### config.mk
export PLATFORM = sky130hd
export DESIGN_NAME = ata_pio_timing_calc
export DESIGN_NICKNAME = d
export VERILOG_FILES = /design/src/rtl/ata_pio_pkg.sv /design/src/rtl/pio_time_lut.sv /design/src/rtl/pio_cycle_div.sv /design/src/rtl/pio_param_pack.sv /design/src/rtl/pio_wr_seq.sv /design/src/rtl/ata_pio_timing_calc.sv
export SDC_FILE = /design/constraint.sdc
export NUM_CORES = 1
export LEC_CHECK = 0
export CAP_MARGIN = 20
export CORE_MARGIN = 2
export CORE_UTILIZATION = 35
export DETAILED_ROUTE_END_ITERATION = 8
export HOLD_SLACK_MARGIN = 0.15
export PLACE_DENSITY_LB_ADDON = 0.12
export SLEW_MARGIN = 20
export SYNTH_ARGS = -nofsm -noshare
export SYNTH_HDL_FRONTEND = slang
export SYNTH_SLANG_ARGS = --single-unit
### constraint.sdc
create_clock -name clk_i -period 14.1 [get_ports clk_i]
set_clock_uncertainty 0.05 [all_clocks]
set_input_delay 2.82 -clock clk_i [delete_from_list [all_inputs] [get_ports clk_i]]
set_output_delay 2.82 -clock clk_i [all_outputs]
set_load 0.01 [all_outputs]
### src/rtl/ata_pio_pkg.sv
package ata_pio_pkg;
  localparam int NS_W   = 10;
  localparam int MODE_W = 3;
  localparam int NSLOT  = 4;
  localparam int PAD    = 8;
  localparam int SLOW_MODES = 3;  // modes below this get the pad
  localparam int MAX_MODE   = 4;

  typedef enum logic [2:0] {
    S_IDLE, S_OPEN, S_WR, S_CLOSE, S_DONE
  } seq_state_e;

  function automatic logic [NS_W-1:0] act_ns(input logic [MODE_W-1:0] m);
    case (m)
      3'd0: act_ns = 10'd165;
      3'd1: act_ns = 10'd125;
      3'd2: act_ns = 10'd100;
      3'd3: act_ns = 10'd80;
      3'd4: act_ns = 10'd70;
      default: act_ns = '0;
    endcase
  endfunction

  function automatic logic [NS_W-1:0] cyc_ns(input logic [MODE_W-1:0] m);
    case (m)
      3'd0: cyc_ns = 10'd600;
      3'd1: cyc_ns = 10'd383;
      3'd2: cyc_ns = 10'd240;
      3'd3: cyc_ns = 10'd180;
      3'd4: cyc_ns = 10'd120;
      default: cyc_ns = '0;
    endcase
  endfunction
endpackage

### src/rtl/pio_time_lut.sv
module pio_time_lut
  import ata_pio_pkg::*;
(
  input  logic [MODE_W-1:0] mode_i,
  output logic [NS_W-1:0]   act_ns_o,
  output logic [NS_W-1:0]   cyc_ns_o,
  output logic              valid_o
);
  always_comb begin
    act_ns_o = act_ns(mode_i);
    cyc_ns_o = cyc_ns(mode_i);
    valid_o  = (int'(mode_i) <= MAX_MODE);
  end
endmodule

### src/rtl/pio_cycle_div.sv
module pio_cycle_div #(
  parameter int NS_W  = 10,
  parameter int MHZ_W = 8,
  localparam int Q_W  = NS_W + MHZ_W + 1
) (
  input  logic [NS_W-1:0]  ns_i,
  input  logic [MHZ_W-1:0] mhz_i,
  output logic [Q_W-1:0]   cycles_o
);
  logic [Q_W-1:0] prod;
  always_comb begin
    prod     = Q_W'(ns_i) * Q_W'(mhz_i) + Q_W'(999);
    cycles_o = prod / Q_W'(1000);  // ceil(ns * MHz / 1000)
  end
endmodule

### src/rtl/pio_param_pack.sv
module pio_param_pack
  import ata_pio_pkg::*;
#(
  parameter int Q_W   = 19,
  parameter int PRM_W = 8
) (
  input  logic [Q_W-1:0]                act_cyc_i,
  input  logic [Q_W-1:0]                tot_cyc_i,
  input  logic [MODE_W-1:0]             mode_i,
  output logic [NSLOT-1:0][PRM_W-1:0]   prm_o
);
  logic [PRM_W-1:0] act_p, rec_p;
  logic             slow;

  always_comb begin
    act_p = act_cyc_i[PRM_W-1:0];
    rec_p = PRM_W'(tot_cyc_i - act_cyc_i);
    slow  = (int'(mode_i) < SLOW_MODES);
  end

  for (genvar s = 0; s < NSLOT; s++) begin : g_slot
    logic [PRM_W-1:0] base;
    assign base = (s % 2 == 0) ? act_p : rec_p;
    if (s >= 2) begin : g_pad
      assign prm_o[s] = slow ? base + PRM_W'(PAD) : base;
    end else begin : g_raw
      assign prm_o[s] = base;
    end
  end
endmodule

### src/rtl/pio_wr_seq.sv
module pio_wr_seq
  import ata_pio_pkg::*;
#(
  localparam int SLOT_W = $clog2(NSLOT)
) (
  input  logic              clk_i,
  input  logic              rst_ni,
  input  logic              go_i,
  output logic              idle_o,
  output logic              open_o,
  output logic              wr_o,
  output logic [SLOT_W-1:0] slot_o,
  output logic              close_o,
  output logic              done_o
);
  seq_state_e       state_q, state_d;
  logic [SLOT_W-1:0] slot_q, slot_d;

  always_comb begin
    state_d = state_q;
    slot_d  = slot_q;
    case (state_q)
      S_IDLE:  if (go_i) state_d = S_OPEN;
      S_OPEN:  begin state_d = S_WR; slot_d = '0; end
      S_WR: begin
        if (slot_q == SLOT_W'(NSLOT-1)) state_d = S_CLOSE;
        else slot_d = slot_q + 1'b1;
      end
      S_CLOSE: state_d = S_DONE;
      S_DONE:  state_d = S_IDLE;
      default: state_d = S_IDLE;
    endcase
  end

  always_ff @(posedge clk_i or negedge rst_ni) begin
    if (!rst_ni) begin
      state_q <= S_IDLE;
      slot_q  <= '0;
    end else begin
      state_q <= state_d;
      slot_q  <= slot_d;
    end
  end

  assign idle_o  = (state_q == S_IDLE);
  assign open_o  = (state_q == S_OPEN);
  assign wr_o    = (state_q == S_WR);
  assign slot_o  = slot_q;
  assign close_o = (state_q == S_CLOSE);
  assign done_o  = (state_q == S_DONE);
endmodule

### src/rtl/ata_pio_timing_calc.sv
module ata_pio_timing_calc
  import ata_pio_pkg::*;
#(
  parameter int MHZ_W  = 8,
  parameter int CHAN_W = 1,
  parameter int IDX_W  = 8,
  parameter int PRM_W  = 8,
  localparam int DRV_W  = CHAN_W + 1,
  localparam int SLOT_W = $clog2(NSLOT),
  localparam int Q_W    = NS_W + MHZ_W + 1
) (
  input  logic              clk_i,
  input  logic              rst_ni,
  input  logic              start_i,
  input  logic [2:0]        pio_mode_i,
  input  logic [MHZ_W-1:0]  bus_mhz_i,
  input  logic [CHAN_W-1:0] chan_i,
  input  logic              unit_i,
  output logic              acc_open_o,
  output logic              wr_en_o,
  output logic [IDX_W-1:0]  wr_idx_o,
  output logic [PRM_W-1:0]  wr_data_o,
  output logic              acc_close_o,
  output logic              done_o,
  output logic              err_o
);
  logic [MODE_W-1:0] mode_q;
  logic [MHZ_W-1:0]  mhz_q;
  logic [DRV_W-1:0]  drv_q;
  logic              err_q;
  logic              idle, mode_ok, accept;
  logic [NS_W-1:0]   a_ns, c_ns;
  logic [Q_W-1:0]    a_cyc, c_cyc;
  logic [NSLOT-1:0][PRM_W-1:0] prm;
  logic [SLOT_W-1:0] slot;

  // validity judged on the live request, timing on the latched one
  logic [NS_W-1:0] unused_a, unused_c;
  pio_time_lut u_chk_lut (
    .mode_i(pio_mode_i), .act_ns_o(unused_a), .cyc_ns_o(unused_c), .valid_o(mode_ok)
  );

  assign accept = start_i && idle;

  always_ff @(posedge clk_i or negedge rst_ni) begin
    if (!rst_ni) begin
      mode_q <= '0;
      mhz_q  <= '0;
      drv_q  <= '0;
      err_q  <= 1'b0;
    end else begin
      err_q <= accept && !mode_ok;
      if (accept && mode_ok) begin
        mode_q <= pio_mode_i;
        mhz_q  <= bus_mhz_i;
        drv_q  <= {chan_i, unit_i};
      end
    end
  end

  logic lut_ok_q;
  pio_time_lut u_lut (
    .mode_i(mode_q), .act_ns_o(a_ns), .cyc_ns_o(c_ns), .valid_o(lut_ok_q)
  );

  pio_cycle_div #(.NS_W(NS_W), .MHZ_W(MHZ_W)) u_div_act (
    .ns_i(a_ns), .mhz_i(mhz_q), .cycles_o(a_cyc)
  );
  pio_cycle_div #(.NS_W(NS_W), .MHZ_W(MHZ_W)) u_div_cyc (
    .ns_i(c_ns), .mhz_i(mhz_q), .cycles_o(c_cyc)
  );

  pio_param_pack #(.Q_W(Q_W), .PRM_W(PRM_W)) u_pack (
    .act_cyc_i(a_cyc), .tot_cyc_i(c_cyc), .mode_i(mode_q), .prm_o(prm)
  );

  pio_wr_seq u_seq (
    .clk_i, .rst_ni, .go_i(accept && mode_ok), .idle_o(idle),
    .open_o(acc_open_o), .wr_o(wr_en_o), .slot_o(slot),
    .close_o(acc_close_o), .done_o(done_o)
  );

  assign wr_idx_o  = IDX_W'({drv_q, slot});
  assign wr_data_o = prm[slot];
  assign err_o     = err_q;

  logic unused_ok;
  assign unused_ok = ^{unused_a, unused_c, lut_ok_q};
endmodule

Word level (Yosys, flattened, before mapping) --
Cells that the tools add are included.
Cells by class: $add $sub $neg 6, $mul 2, divide/modulo/power cells 2, order comparisons 3, equal/unequal tests 12, mux-type cells 11, reductions and logical operators 9
Operators with widths (count):
- $pmux 10 s5 | 1
- $pmux 8 s5 | 1
- $add 18x10->19 const B | 2
- $div 19x10->19 const B | 2
- $mux 8 | 3
- $mul 10x8->18 | 1
- $add 8x4->8 const B | 2
- $bmux 8 s2 | 1
- $mul 8x8->16 | 1
- $eq 3x2->1 const B | 4
- $pmux 3 s4 | 1
- $sub 8x8->8 | 1
- $eq 3x1->1 const B | 2
- $eq 3x3->1 const B | 2
- $logic_not 3->1 | 2
- $mux 3 | 2
- $ne 2x1->1 const B | 2
- $pmux 2 s2 | 1
- $reduce_and 2->1 | 2
- $le 3x3->1 const B | 1
- $logic_and 1x1->1 | 3
- $lt 2x3->1 const B | 1
- $lt 3x2->1 const B | 1
- $add 2x1->2 const B | 1
- other kinds (5) | 5
Storage, ports and cells: flip-flop bits (word level) 19, bits of input ports 16, output and inout port bits 21, word-level logic and storage cells 51

Depth between registers and ports, before layout --
word-level depth 10, depth in mapped cells 57

Cells and area by module --
From an unflattened synthesis, not the netlist that was laid out.
Unflattened totals: cell total of the unflattened synthesis 1739, area total of the unflattened synthesis 13715.7 um^2
By module, submodules not included:
- pio_cycle_div | instances 2, cells an instance 761, area each 5780.5 um^2, sequential area each 0.0 um^2
- ata_pio_timing_calc | instances 1, cells an instance 47, area each 793.3 um^2, sequential area each 350.3 um^2
- pio_param_pack | instances 1, cells an instance 94, area each 726.9 um^2, sequential area each 0.0 um^2
- pio_time_lut | instances 2, cells an instance 24, area each 171.4 um^2, sequential area each 0.0 um^2
- pio_wr_seq | instances 1, cells an instance 28, area each 291.5 um^2, sequential area each 125.1 um^2

Least setup slack after synthesis --
OpenSTA, ideal clock, no wires.
path type reg2out, from reg mode_q[0], to out wr_data_o[7], data arrival time 11.934 ns, required time 11.230 ns, setup slack -0.704 ns, cell stages (with the launch flop) 52, path buffers 1, cell sequence dfrtp_1 -> o21ai_0 -> clkbuf_1 -> nand2_1 -> nor2_1 -> inv_1 -> fa_1 -> inv_1 -> fa_1 -> inv_1 -> fa_1 -> fa_1 -> inv_1 -> ha_1 -> and2_4 -> a221oi_4 -> a21oi_2 -> a211oi_4 -> [16 not listed] -> o31a_1 -> xnor2_1 -> a32o_1 -> a211oi_1 -> a2bb2oi_1 -> ha_1 -> inv_1 -> fa_1 -> a21o_1 -> a21oi_1 -> o21bai_1 -> a21oi_1 -> xor2_1 -> nor2_1 -> nand3_1 -> o31ai_1 -> nand2_1 -> o21ai_0
On the way: word-level cells in the longest chain between the ends 10, elaborated cells between the ends (all ways) 21
Ends and longest elaborated chain:
- from (decl) | RTL line ata_pio_timing_calc.sv:27 | logic [MODE_W-1:0] mode_q;
- from (signal assigned) | RTL line ata_pio_timing_calc.sv:54 | mode_q <= pio_mode_i;
- $eq 3x3->1 (tied with other cells) | RTL line ata_pio_pkg.sv:14, ata_pio_pkg.sv:25
- $pmux 10 s5 or $pmux 8 s5 (tied branches) | RTL line ata_pio_pkg.sv:25, ata_pio_pkg.sv:14
- $mul 10x8->18 or $mul 8x8->16 (tied branches) | RTL line pio_cycle_div.sv:12 | prod = Q_W'(ns_i) * Q_W'(mhz_i) + Q_W'(999);
- $add 18x10->19 | RTL line pio_cycle_div.sv:12
- $div 19x10->19 | RTL line pio_cycle_div.sv:13 | cycles_o = prod / Q_W'(1000);
- $sub 8x8->8 | RTL line pio_param_pack.sv:17 | rec_p = PRM_W'(tot_cyc_i - act_cyc_i);
- $add 8x4->8 | RTL line pio_param_pack.sv:25 | assign prm_o[s] = slow ? base + PRM_W'(PAD) : base;
- $mux 8 | RTL line pio_param_pack.sv:25
- $bmux 8 s2 * | RTL line ata_pio_timing_calc.sv:84 | assign wr_data_o = prm[slot];
- $mux 8 (implied by the code) * | RTL line ata_pio_timing_calc.sv:84
- to (decl) | RTL line ata_pio_timing_calc.sv:22 | output logic [PRM_W-1:0] wr_data_o,
Mark *: on every way between the ends. The rest lies on a longest branch, timed or not. The select of a mux whose other input is x is not followed.

Final worst setup path --
from reg mode_q[2], to out wr_data_o[7]
The elaborated chain is that of the path after synthesis.

==> flow_metrics.tcl <==
set metrics [dict create \
    htreeDepth 1 \
    globalRouteTotalUtil_pct 21.7 \
    n_antenna_cell 0 \
    drv_cap 0 \
    port_buffers 32 \
    setup_viol 5 \
    cp_max_fo 6 \
    wire_per_inst_um 15.2 \
    antenna_found_initial 0 \
    syn_avg_cell_area_um2 7.67 \
    layout.nets 2072 \
    syn_to_final_growth_pct 60.8 \
    num_vias 11800 \
    yosysSeqAreaShare_pct 4.58 \
    io_pins 37 \
    synth_warnings 0 \
    clk_pin_slew_ps 60 \
    crit_slowest_cell "fa_1" \
    synth_area_um2 10400 \
    synth_area_leader_cell "fa_1" \
    start_kind "flip-flop" \
    fin_setup_tns_ps -2680 \
    finalCritPeriodShare_pct 105 \
    hold_viol 0 \
    drt_iter0_drc 692 \
    die_h_um 176 \
    detail-route-antenna-nets 0 \
    clk_latency_ps 250 \
    criticalPathCategory "reg -> out" \
    slew_violations 0 \
    clock_sinks 19 \
    violations "negative setup slack" \
    status "finished with violations" \
    drt-total-wl_um 34600 \
    rows 63 \
    drcViolationCount 0 \
    grt_max_degree 23 \
    ys_types 109 \
    layout-drive-gt1-share_pct 44.4 \
    first_pass_iters 5 \
    grt_pass1_vias 11600 \
    cts_tree "yes" \
    synth-edff-count 0 \
    fmax_mhz 67.8 \
    grt_pass1_wl_um 56700 \
    min_period_ps 14750 \
    grt_remaining_overflow 0 \
    die_w_um 176 \
    vias_per_cell 5.22 \
    synthTopCellsByArea "fa_1 (16%), ha_1 (11%), inv_1 (5.9%)" \
    crit_top_cell "buf_4" \
    die-area_um2 31000 \
    cts_made_buffers 3 \
    cp-end-kind "primary output" \
    worst_pin_slew_ps 1000 \
    syn_inst 1353 \
    cts.path.max_buffers 2 \
    cts_root_buf "clkbuf_16" \
    synth_top_area_share_pct 16.2 \
    place.gp.congestion 0.895 \
    hold_path.class "reg -> reg" \
    reg2reg_slack_ps 12310 \
    start_util_pct 35.3 \
    critPathMaxStageDelay_ps 540 \
    dp_slack_ps -1170 \
    ys_seq_elements 19 \
    synth-async-reset-ratio_pct 100 \
    crit_arrival_ps 11880 \
    rsz0062_at_grt "yes" \
    dp.final_hpwl_um 27600 \
    crit_required_ps 11230 \
    fin_ws_ps -649 \
    hold_ws_ps 456 \
    max-slew-margin-rel_pct 33.1 \
    core_area_um2 29400 \
    ys.flop_type "dfrtp_1" \
]
## what timing repair did
action,4_1_cts,5_1_grt
hold endpoints to repair,0,0
pin swaps,107,115
gates resized for setup,173,166
setup buffers,55,42
endpoints found under the setup margin,8,8
hold buffers,0,0
## state kept, by name (all words and copies together), names as in the netlist
signal and cells:
mhz_q 8, mode_q 3, u_seq.state_q 3, drv_q 2, u_seq.slot_o 2, err_o 1
## metrics by stage
step / util [%] / cell area (um2) / cells
floorplan: - / 10600 / 1356
global placement: 49.2 / 14500 / 2171
detailed placement: 49.2 / 14500 / 2171
CTS: 53.1 / 15600 / 2228
global route: 56.8 / 16700 / 2267
finish: 56.8 / 16700 / 2267
## worst max-delay path: cells and delay by family (launching register included)
family	cells	cell delay, ps
buffers and inverters	11	1420
adder cells (fa/ha/maj)	7	2750
XOR/XNOR	1	120
AO/OA/AOI/OAI	20	4340
flip-flops	1	420
AND/OR/NAND/NOR	14	2600
## routing by layer
layer,track usage (%),up-vias,routed length (um)
met5,0,-,0
met4,2.82,0,395
met3,0.797,34,967
met2,36.6,222,16400
met1,31.5,5684,16800
li1,-,5885,-
## Yosys cell counts, types with 5 or more instances
library cell,instances
nor2_1,94
a21o_1,29
xnor2_1,55
o211a_1,5
o21a_1,10
nor2b_1,11
nor3_1,35
nand2_1,121
ha_1,94
nand3b_1,5
o31ai_1,7
a21oi_1,78
o21ai_1,17
nand2b_1,13
fa_1,84
and3_1,18
buf_2,13
o211ai_1,14
nand4_1,15
dfrtp_1,19
o2111ai_1,5
clkbuf_1,27
mux2_2,14
inv_1,162
mux2i_1,20
nand3_1,39
a211o_1,9
o22ai_1,10
nor4_1,13
a31oi_1,13
or2_2,7
a211oi_1,18
o21ai_0,50
and4_1,6
xor2_1,25
or3_1,11
and2_1,38
## cell usage in the layout, fill, tap and decap left out, types with 11 or more instances in the layout
cell,n
buf_4,499
inv_1,147
nand2_1,104
ha_1,85
fa_1,80
nor2_1,78
a21oi_1,57
xnor2_1,47
o21ai_0,36
and2_1,33
a21o_1,28
buf_6,27
nand3_1,26
nor3_1,24
clkdlybuf4s50_1,24
xor2_1,21
a21oi_2,21
dfrtp_1,19
o21ai_2,15
inv_2,15
nand4_1,15
mux2i_1,14
nand2_2,14
o211ai_1,14
mux2_2,13
and3_1,12
nand3_2,12
o21ai_1,12
nor2b_1,11
nand2b_1,11
a31oi_1,11
## cell type report
cell class | instances | area (um2)
fillers | 2662 | 12700
multi-input cells | 1129 | 10600
repair buffers | 562 | 4420
inverters | 163 | 614
well taps | 390 | 488
flip-flops and latches | 19 | 475
clock buffers | 3 | 75.1
clock inverters | 1 | 7.51
## cells by family (layout without fill, tap and decap cells)
| logic type | after synthesis | count (layout) | share of synthesized area, % |
|---|---|---|---|
| AND/OR/NAND/NOR | 457 | 457 | 22.6 |
| AO/OA/AOI/OAI | 368 | 368 | 26.1 |
| buffers and inverters | 208 | 729 | 7.83 |
| adder cells (fa/ha/maj) | 181 | 181 | 27.8 |
| XOR/XNOR | 84 | 84 | 7.38 |
| multiplexers | 35 | 35 | 3.59 |
| flip-flops | 19 | 19 | 4.58 |
| other | 1 | 4 | 0.0361 |
## final timing paths
path / start / endpoint / cells after the start
setup / recovery: mode_q[2] / wr_data_o[7] / 53
hold / removal: drv_q[0] / drv_q[0] / 1
setup reg to reg: u_seq.state_q[0] / mhz_q[2] / 4
hold reg to reg: drv_q[0] / drv_q[0] / 1
max in group asynchronous: rst_ni / err_o / 1
min in group asynchronous: rst_ni / mhz_q[4] / 1
Power is not shown: default switching activity piles up to over one toggle a cycle in this logic, so the estimate is an artifact.
